`config.mk`:
```
export PLATFORM = sky130hd
export DESIGN_NAME = rv32e_exec
export DESIGN_NICKNAME = d
export VERILOG_FILES = /design/src/rtl/exu_pkg.sv /design/src/rtl/exu_decode.sv /design/src/rtl/exu_alu.sv /design/src/rtl/exu_regfile.sv /design/src/rtl/rv32e_exec.sv
export SDC_FILE = /design/constraint.sdc
export NUM_CORES = 2
export LEC_CHECK = 0
export BUFFER_PORTS_ARGS = -buffer_cell sky130_fd_sc_hd__buf_2
export CAP_MARGIN = 20
export CORE_AREA = 4 4 278 280
export DETAILED_ROUTE_END_ITERATION = 6
export DIE_AREA = 0 0 282 284
export PLACE_DENSITY = 0.81
export SLEW_MARGIN = 20
export SYNTH_ARGS = -nofsm -noshare
export SYNTH_HDL_FRONTEND = slang
export SYNTH_SLANG_ARGS = --single-unit
export TNS_END_PERCENT = 20
```
`constraint.sdc`:
```
create_clock -name clk -period 6.7 [get_ports clk]
set_input_delay 1.34 -clock clk [delete_from_list [all_inputs] [get_ports clk]]
set_output_delay 1.34 -clock clk [all_outputs]
set_load 0.02 [all_outputs]
```
`src/rtl/exu_pkg.sv`:
```
package exu_pkg;
  typedef enum logic [3:0] {
    ALU_ADD, ALU_SUB, ALU_SLL, ALU_SLT, ALU_SLTU,
    ALU_XOR, ALU_SRL, ALU_SRA, ALU_OR, ALU_AND
  } alu_op_e;

  localparam logic [6:0] OPC_REG  = 7'b0110011;
  localparam logic [6:0] OPC_IMM  = 7'b0010011;
  localparam logic [6:0] F7_BASE  = 7'b0000000;
  localparam logic [6:0] F7_ALT   = 7'b0100000;
endpackage

```
`src/rtl/exu_decode.sv`:
```
module exu_decode
  import exu_pkg::*;
#(
  parameter int XLEN = 32,
  parameter int NREG = 16,
  localparam int AW  = $clog2(NREG)
) (
  input  logic [31:0]     instr,
  output alu_op_e         op,
  output logic            use_imm,
  output logic [XLEN-1:0] imm,
  output logic [AW-1:0]   rd,
  output logic [AW-1:0]   rs1,
  output logic [AW-1:0]   rs2,
  output logic            legal
);
  logic [6:0] opcode, f7;
  logic [2:0] f3;
  logic [4:0] rd_f, rs1_f, rs2_f;
  logic       funct_ok, regs_ok;

  assign opcode = instr[6:0];
  assign rd_f   = instr[11:7];
  assign f3     = instr[14:12];
  assign rs1_f  = instr[19:15];
  assign rs2_f  = instr[24:20];
  assign f7     = instr[31:25];

  assign imm = {{(XLEN-12){instr[31]}}, instr[31:20]};
  assign rd  = rd_f[AW-1:0];
  assign rs1 = rs1_f[AW-1:0];
  assign rs2 = rs2_f[AW-1:0];

  always_comb begin
    op       = ALU_ADD;
    use_imm  = 1'b0;
    funct_ok = 1'b0;
    unique case (opcode)
      OPC_REG: begin
        if (f7 == F7_BASE) begin
          funct_ok = 1'b1;
          case (f3)
            3'd0: op = ALU_ADD;
            3'd1: op = ALU_SLL;
            3'd2: op = ALU_SLT;
            3'd3: op = ALU_SLTU;
            3'd4: op = ALU_XOR;
            3'd5: op = ALU_SRL;
            3'd6: op = ALU_OR;
            default: op = ALU_AND;
          endcase
        end else if (f7 == F7_ALT) begin
          if (f3 == 3'd0) begin
            op = ALU_SUB; funct_ok = 1'b1;
          end else if (f3 == 3'd5) begin
            op = ALU_SRA; funct_ok = 1'b1;
          end
        end
      end
      OPC_IMM: begin
        use_imm = 1'b1;
        case (f3)
          3'd0: begin op = ALU_ADD;  funct_ok = 1'b1; end
          3'd2: begin op = ALU_SLT;  funct_ok = 1'b1; end
          3'd3: begin op = ALU_SLTU; funct_ok = 1'b1; end
          3'd4: begin op = ALU_XOR;  funct_ok = 1'b1; end
          3'd6: begin op = ALU_OR;   funct_ok = 1'b1; end
          3'd7: begin op = ALU_AND;  funct_ok = 1'b1; end
          3'd1: begin
            op = ALU_SLL;
            funct_ok = (f7 == F7_BASE);
          end
          default: begin
            if (f7 == F7_BASE) begin
              op = ALU_SRL; funct_ok = 1'b1;
            end else if (f7 == F7_ALT) begin
              op = ALU_SRA; funct_ok = 1'b1;
            end
          end
        endcase
      end
      default: funct_ok = 1'b0;
    endcase
  end

  always_comb begin
    regs_ok = (int'(rd_f) < NREG) && (int'(rs1_f) < NREG) &&
              (use_imm || (int'(rs2_f) < NREG));
    legal   = funct_ok && regs_ok;
  end
endmodule

```
`src/rtl/exu_alu.sv`:
```
module exu_alu
  import exu_pkg::*;
#(
  parameter int XLEN = 32,
  localparam int SHW = $clog2(XLEN)
) (
  input  alu_op_e         op,
  input  logic [XLEN-1:0] a,
  input  logic [XLEN-1:0] b,
  output logic [XLEN-1:0] res
);
  logic [SHW-1:0] shamt;
  assign shamt = b[SHW-1:0];

  always_comb begin
    unique case (op)
      ALU_ADD:  res = a + b;
      ALU_SUB:  res = a - b;
      ALU_SLL:  res = a << shamt;
      ALU_SLT:  res = {{(XLEN-1){1'b0}}, $signed(a) < $signed(b)};
      ALU_SLTU: res = {{(XLEN-1){1'b0}}, a < b};
      ALU_XOR:  res = a ^ b;
      ALU_SRL:  res = a >> shamt;
      ALU_SRA:  res = $unsigned($signed(a) >>> shamt);
      ALU_OR:   res = a | b;
      ALU_AND:  res = a & b;
      default:  res = '0;
    endcase
  end

  always_comb begin
    if (op == ALU_SLT || op == ALU_SLTU)
      assert_cmp_bool_R4: assert (res[XLEN-1:1] == '0);
    if (op == ALU_SRA)
      assert_sra_sign_R5: assert (res[XLEN-1] == a[XLEN-1]);
  end
endmodule

```
`src/rtl/exu_regfile.sv`:
```
module exu_regfile #(
  parameter int XLEN = 32,
  parameter int NREG = 16,
  localparam int AW  = $clog2(NREG)
) (
  input  logic            clk,
  input  logic            rst,
  input  logic            we,
  input  logic [AW-1:0]   waddr,
  input  logic [XLEN-1:0] wdata,
  input  logic [AW-1:0]   ra1,
  output logic [XLEN-1:0] rd1,
  input  logic [AW-1:0]   ra2,
  output logic [XLEN-1:0] rd2,
  input  logic [AW-1:0]   dbg_addr,
  output logic [XLEN-1:0] dbg_q
);
  logic [XLEN-1:0] mem [NREG];

  always_ff @(posedge clk) begin
    if (rst) begin
      for (int i = 0; i < NREG; i++) mem[i] <= '0;
    end else if (we) begin
      mem[waddr] <= wdata;
    end
  end

  always_ff @(posedge clk) begin
    if (rst) dbg_q <= '0;
    else     dbg_q <= (dbg_addr == '0) ? '0 : mem[dbg_addr];
  end

  assign rd1 = (ra1 == '0) ? '0 : mem[ra1];
  assign rd2 = (ra2 == '0) ? '0 : mem[ra2];
endmodule

```
`src/rtl/rv32e_exec.sv`:
```
module rv32e_exec
  import exu_pkg::*;
#(
  parameter int XLEN = 32,
  parameter int NREG = 16,
  localparam int AW  = $clog2(NREG)
) (
  input  logic            clk,
  input  logic            rst,
  input  logic            instr_valid,
  input  logic [31:0]     instr,
  input  logic [AW-1:0]   dbg_addr,
  output logic [XLEN-1:0] dbg_data,
  output logic            illegal
);
  alu_op_e         op;
  logic            use_imm, legal, wr_en;
  logic [XLEN-1:0] imm, a_val, rs2_val, b_val, result;
  logic [AW-1:0]   rd, rs1, rs2;

  exu_decode #(.XLEN(XLEN), .NREG(NREG)) u_dec (
    .instr(instr), .op(op), .use_imm(use_imm), .imm(imm),
    .rd(rd), .rs1(rs1), .rs2(rs2), .legal(legal)
  );

  exu_regfile #(.XLEN(XLEN), .NREG(NREG)) u_rf (
    .clk(clk), .rst(rst), .we(wr_en), .waddr(rd), .wdata(result),
    .ra1(rs1), .rd1(a_val), .ra2(rs2), .rd2(rs2_val),
    .dbg_addr(dbg_addr), .dbg_q(dbg_data)
  );

  assign b_val = use_imm ? imm : rs2_val;

  exu_alu #(.XLEN(XLEN)) u_alu (
    .op(op), .a(a_val), .b(b_val), .res(result)
  );

  assign wr_en = instr_valid && legal && (rd != '0);

  always_ff @(posedge clk) begin
    if (rst) illegal <= 1'b0;
    else     illegal <= instr_valid && !legal;
  end

  assert_no_x0_write_R2: assert property (@(posedge clk) disable iff (rst)
    wr_en |-> (rd != '0));
  assert_idle_no_write_R11: assert property (@(posedge clk) disable iff (rst)
    !instr_valid |-> !wr_en);
  assert_illegal_after_valid_R10: assert property (@(posedge clk) disable iff (rst)
    illegal |-> $past(instr_valid));
  assert_illegal_no_write_R9: assert property (@(posedge clk) disable iff (rst)
    wr_en |=> !illegal);
endmodule

```
# Word level (Yosys, flattened, before mapping)
# Memories as Yosys holds them, arrays and structs flattened. A register that Yosys moved wholly into a read port is not among the register bits.
# Index checks and enable logic that the tools add are counted.
[word_totals]
regBits = 1
ram_bits = 512
out_inout_bits = 33
n_memories = 1
inputBits = 39
wordCells = 82
[op_classes]
n_eq_ne = 19
bitwise_logic = 3
shifts = 3
muxes = 30
add_sub_neg = 2
n_reduce_logical = 18
n_lt_le_gt_ge = 5
[memory_table]
columns = ["name", "depth", "word_bits", "rd", "rd_ports_with_merged_regs", "write_ports", "line", "text"]
rows = [
  ["u_rf.mem", 16, 32, 3, 1, 16, "exu_regfile.sv:18", "logic [XLEN-1:0] mem [NREG];"],
]
[ops]
columns = ["operator", "count"]
rows = [
  ["32-bit case mux with 10 select lines", 1],
  ["32-bit two-way mux", 4],
  ["32-bit < comparator", 2],
  ["4-bit case mux with 7 select lines", 2],
  ["32-bit adder", 1],
  ["32-bit bitwise AND", 1],
  ["32-bit bitwise OR", 1],
  ["32-bit OR reduction", 1],
  ["32-bit by 5-bit left shift with 32-bit output", 1],
  ["32-bit by 5-bit >> shifter with 32-bit output", 1],
  ["32-bit by 5-bit >>> shifter with 32-bit output", 1],
  ["32-bit subtractor", 1],
  ["32-bit XOR", 1],
  ["4-bit two-way mux", 5],
  ["4-bit by 3-bit == test with 1-bit output, second input constant", 4],
  ["4-bit logical NOT", 4],
  ["5-bit < comparator, second input constant", 3],
  ["7-bit by 6-bit == test with 1-bit output, second input constant", 2],
  ["1-bit two-way mux", 13],
  ["3-bit == test, second input constant", 4],
  ["4-bit by 2-bit == test with 1-bit output, second input constant", 2],
  ["4-bit == test, second input constant", 2],
  ["4-bit case mux with 2 select lines", 1],
  ["7-bit by 5-bit == test with 1-bit output, second input constant", 1],
  ["13 further kinds", 21],
]

# Longest topological paths before layout
[logic_depth]
word_depth = 14
mapped_depth = 24
depth_no_buf = 17

# By module
# From an unflattened synthesis, not the netlist that was laid out.
[unflattened]
hier_cells = 3527
area_unflattened_um2 = 39192.6
[modules_own_cells]
columns = ["mod", "n_inst", "seq_area_each_um2", "area_each_um2", "cells_each"]
rows = [
  ["exu_regfile", 1, 15054.4, 29809.8, 2171],
  ["exu_alu", 1, 0.0, 8196.6, 1231],
  ["exu_decode", 1, 0.0, 600.6, 84],
  ["rv32e_exec", 1, 20.0, 585.6, 41],
]

# Worst setup path before layout
# No wires, ideal clock.
[synth_path]
kind = "input port to flip-flop"
start = "in instr[20]"
end = "mem u_rf.mem[10][31], data pin"
arrival_ns = 6.671
path_buffers = 7
t_required_ns = 6.433
setup_ns = 0.267
slack_ns = -0.237
stages = 20
cell_sequence = "buf_6 > buf_6 > buf_6 > buf_2 > buf_2 > mux4_2 > mux4_2 > a22o_1 > ha_1 > clkbuf_1 > or2_2 > or4_1 > a211oi_1 > o211ai_1 > a211oi_1 > or3_1 > o22ai_1 > a221oi_1 > clkbuf_1 > a21oi_1"
[synth_lines]
columns = ["item", "line", "text"]
rows = [
  ["from (decl)", "rv32e_exec.sv:11", "input logic [31:0] instr,"],
  ["to (decl)", "exu_regfile.sv:18", ""],
]

==> results.py <==
metrics = {
    "outcome": {
        "status": "complete, but fails checks",
        "failed_checks": "DRC",
    },
    "logic_synthesis": {
        "async_reset_ff_share_pct": 0,
        "ys_seq_area_share_pct": 39.1,
        "synth_area_um2": 41000,
        "synth-seq-cells": 545,
        "syn_avg_cell_area_um2": 11.4,
        "yosys.cell_types.count": 109,
        "synth-edff-count": 512,
        "synth_cells": 3609,
        "synthFlopType": "edfxtp_1",
        "ys_warn_count": 0,
    },
    "clock_tree": {
        "cts_root_buf": "clkbuf_16",
        "cts_buffers": 48,
        "clk_latency_ns": 0.60,
        "postCtsSetupBuffers": 0,
        "ctsHtreeMaxLevel": 2,
        "clock-sinks": 545,
        "cts_tree": "yes",
        "path_clk_slew_ns": 0.07,
        "postCtsHoldBufs": 0,
        "cts_buffer_depth": 3,
        "cts_resized": 0,
    },
    "critical_path": {
        "required_ns": 6.99,
        "cp_max_fo": 25,
        "crit_type": "in2reg",
        "worstPathArrival_ns": 6.64,
        "endpoint_kind": "flop",
        "cp-start-kind": "primary input",
    },
    "global_routing": {
        "antenna_found_initial": 8,
        "overflow": 0,
        "grt_max_degree": 91,
        "grt_pass1_wl_mm": 255,
        "grt_pass1_vias": 36800,
        "track_usage_pct": 43.9,
    },
    "final_layout": {
        "layout_commonest_cell": "edfxtp_1",
        "final_cells": 4753,
        "final_cell_mix": "512 x edfxtp_1, 483 x nor2_1, 425 x mux4_2, 314 x a21oi_1, 284 x buf_4",
        "final_cell_area_um2": 45700,
        "drive_gt1_share_pct": 27.3,
        "seqCellArea_um2": 16000,
        "fillCellCount": 5546,
        "area_growth_pct": 11.4,
        "multiInputGateArea_um2": 23200,
        "final_core_utilization_pct": 61.3,
        "layout.nets": 3881,
    },
    "flow_run": {
        "drv_cap": 0,
    },
    "timing": {
        "timing.slew.headroom_pct": 35.7,
        "finalWorstSetupSlack_ns": 0.352,
        "timing.final.max_slew_violations": 0,
        "clock.fmax_ghz": 0.158,
        "finalCritPeriodShare_pct": 94.7,
        "hold_violations": 0,
        "fin_worst_skew_ns": 0.0359,
        "grt_setup_unrepaired": "false",
        "tightest_slew_ns": 0.962,
        "min_period_ns": 6.35,
        "setup-violations-final": 0,
    },
    "hold_path": {
        "hold_class": "reg2reg",
    },
    "floorplan": {
        "die_x_um": 282,
        "die_h_um": 284,
        "initial_core_util_pct": 55.0,
        "pin_count": 72,
        "rows": 100,
        "core-area_um2": 74400,
        "die_area_um2": 80100,
    },
    "route": {
        "ant_nets": 0,
        "drt_wl_total_mm": 180,
        "drc_errors": 4,
        "routed_via_density": 7.98,
        "num_vias": 37900,
        "drtIter0Drc": 8186,
        "wl_per_cell_um": 37.9,
        "drt_first_pass_iters": 7,
    },
    "placed_design": {
        "place_ws_ns": -0.0159,
        "placed_area_um2": 44100,
        "place_inst": 4659,
        "port_buffers": 71,
        "hpwl_mm": 121,
        "finalWeightedCongestion": 1.08,
    },
    "power": {
        "ir_drop_v": 0.000239,
        "p_leak_nw": 16.7,
        "p_per_area_nw_per_um2": 232,
    },
}
per-layer routing:
layer | routed length [µm] | GRT usage (%) | up-vias
li1 | - | - | 14400
met2 | 75700 | 63.7 | 4287
met4 | 19300 | 32.9 | 8
met3 | 30400 | 16.0 | 1317
met5 | 53 | 0 | -
met1 | 54600 | 53.8 | 17900
worst max-delay path, cell delays in order:
cell and delay, ns:
clkbuf_8 0.32, buf_12 0.26, buf_12 0.19, mux4_2 0.53, mux2i_1 0.19, o22a_1 0.36, inv_1 0.29, ha_1 0.38
buf_4 0.15, nor2_1 0.06, o21ai_0 0.12, a21oi_1 0.13, nor3_1 0.32, o211ai_1 0.25, buf_4 0.23, a221oi_1 0.33
buf_4 0.19, o41ai_1 0.06, a21o_1 0.19, a2111oi_4 0.41, buf_12 0.20, nor2_1 0.07
report_power, final:
group / leakage (nW) / switching [mW] / internal [mW]
Combinational: 10.4 / 2.44 / 1.37
Clock: 0.761 / 1.29 / 1.55
Sequential: 5.54 / 0.111 / 3.85
Total: 16.7 / 3.84 / 6.77
synth_stat cells (all sizes together) (97+ instances only):
| library cell | count | area [µm²] |
|---|---|---|
| clkbuf | 165 | 619 |
| edfxtp | 512 | 15400 |
| inv | 110 | 413 |
| nor3 | 108 | 571 |
| o21ai | 162 | 811 |
| nand2 | 235 | 887 |
| ha | 100 | 1250 |
| mux2i | 97 | 971 |
| mux4 | 425 | 9570 |
| buf | 176 | 1000 |
| a21oi | 318 | 1600 |
| nor2 | 508 | 1980 |
kinds of logic (layout without fill, tap and decap cells):
group	Yosys count	after routing	share of synthesized area (%)
and+or+nand+nor	1074	1074	11.9
AOI/OAI and AO/OA	895	895	14.7
DFF	545	545	39.1
muxes	530	530	25.9
buffers and inverters	451	589	4.97
adders and majority gates	102	102	3.15
xor gates and xnor gates	11	11	0.235
other	1	38	0.00915
sequential cells by signal, indices dropped and copies added, names as in the netlist:
name        flops
illegal         1
u_rf.mem      512
u_rf.dbg_q     32
worst paths after layout:
check / slack, ns / cells past startpoint / startpoint / endpoint
hold / removal: 0.97 / 3 / u_rf.mem[2][22] / u_rf.dbg_q[22]
hold reg to reg: 0.97 / 3 / u_rf.mem[2][22] / u_rf.dbg_q[22]
setup / recovery: 0.35 / 22 / instr[15] / u_rf.mem[11][26]
setup reg to reg: 1.10 / 16 / u_rf.mem[7][9] / u_rf.mem[2][0]
layout make-up:
cell class              instances  share of cell area (%)
diodes                          6                  0.0329
inverters                     110                   0.904
multi-input cells            2644                    50.7
well taps                     969                    2.65
flip-flops and latches        545                    35.1
clock buffers                  65                    2.90
repair buffers                391                    7.18
clock inverters                23                   0.496
through the flow:
| step | hold slack (ns) | setup TNS (ns) | power (mW) |
|---|---|---|---|
| after CTS | 0.968 | 0 | 10.4 |
| after floorplan | 0.885 | 0 | 6.14 |
| after detailed placement | 0.951 | -0.0494 | 7.60 |
| after global placement | 0.935 | 0 | 7.55 |
| final | 0.969 | 0 | 10.6 |
| after global routing | 1.01 | 0 | 10.8 |
(Power assumes the default switching activity.)
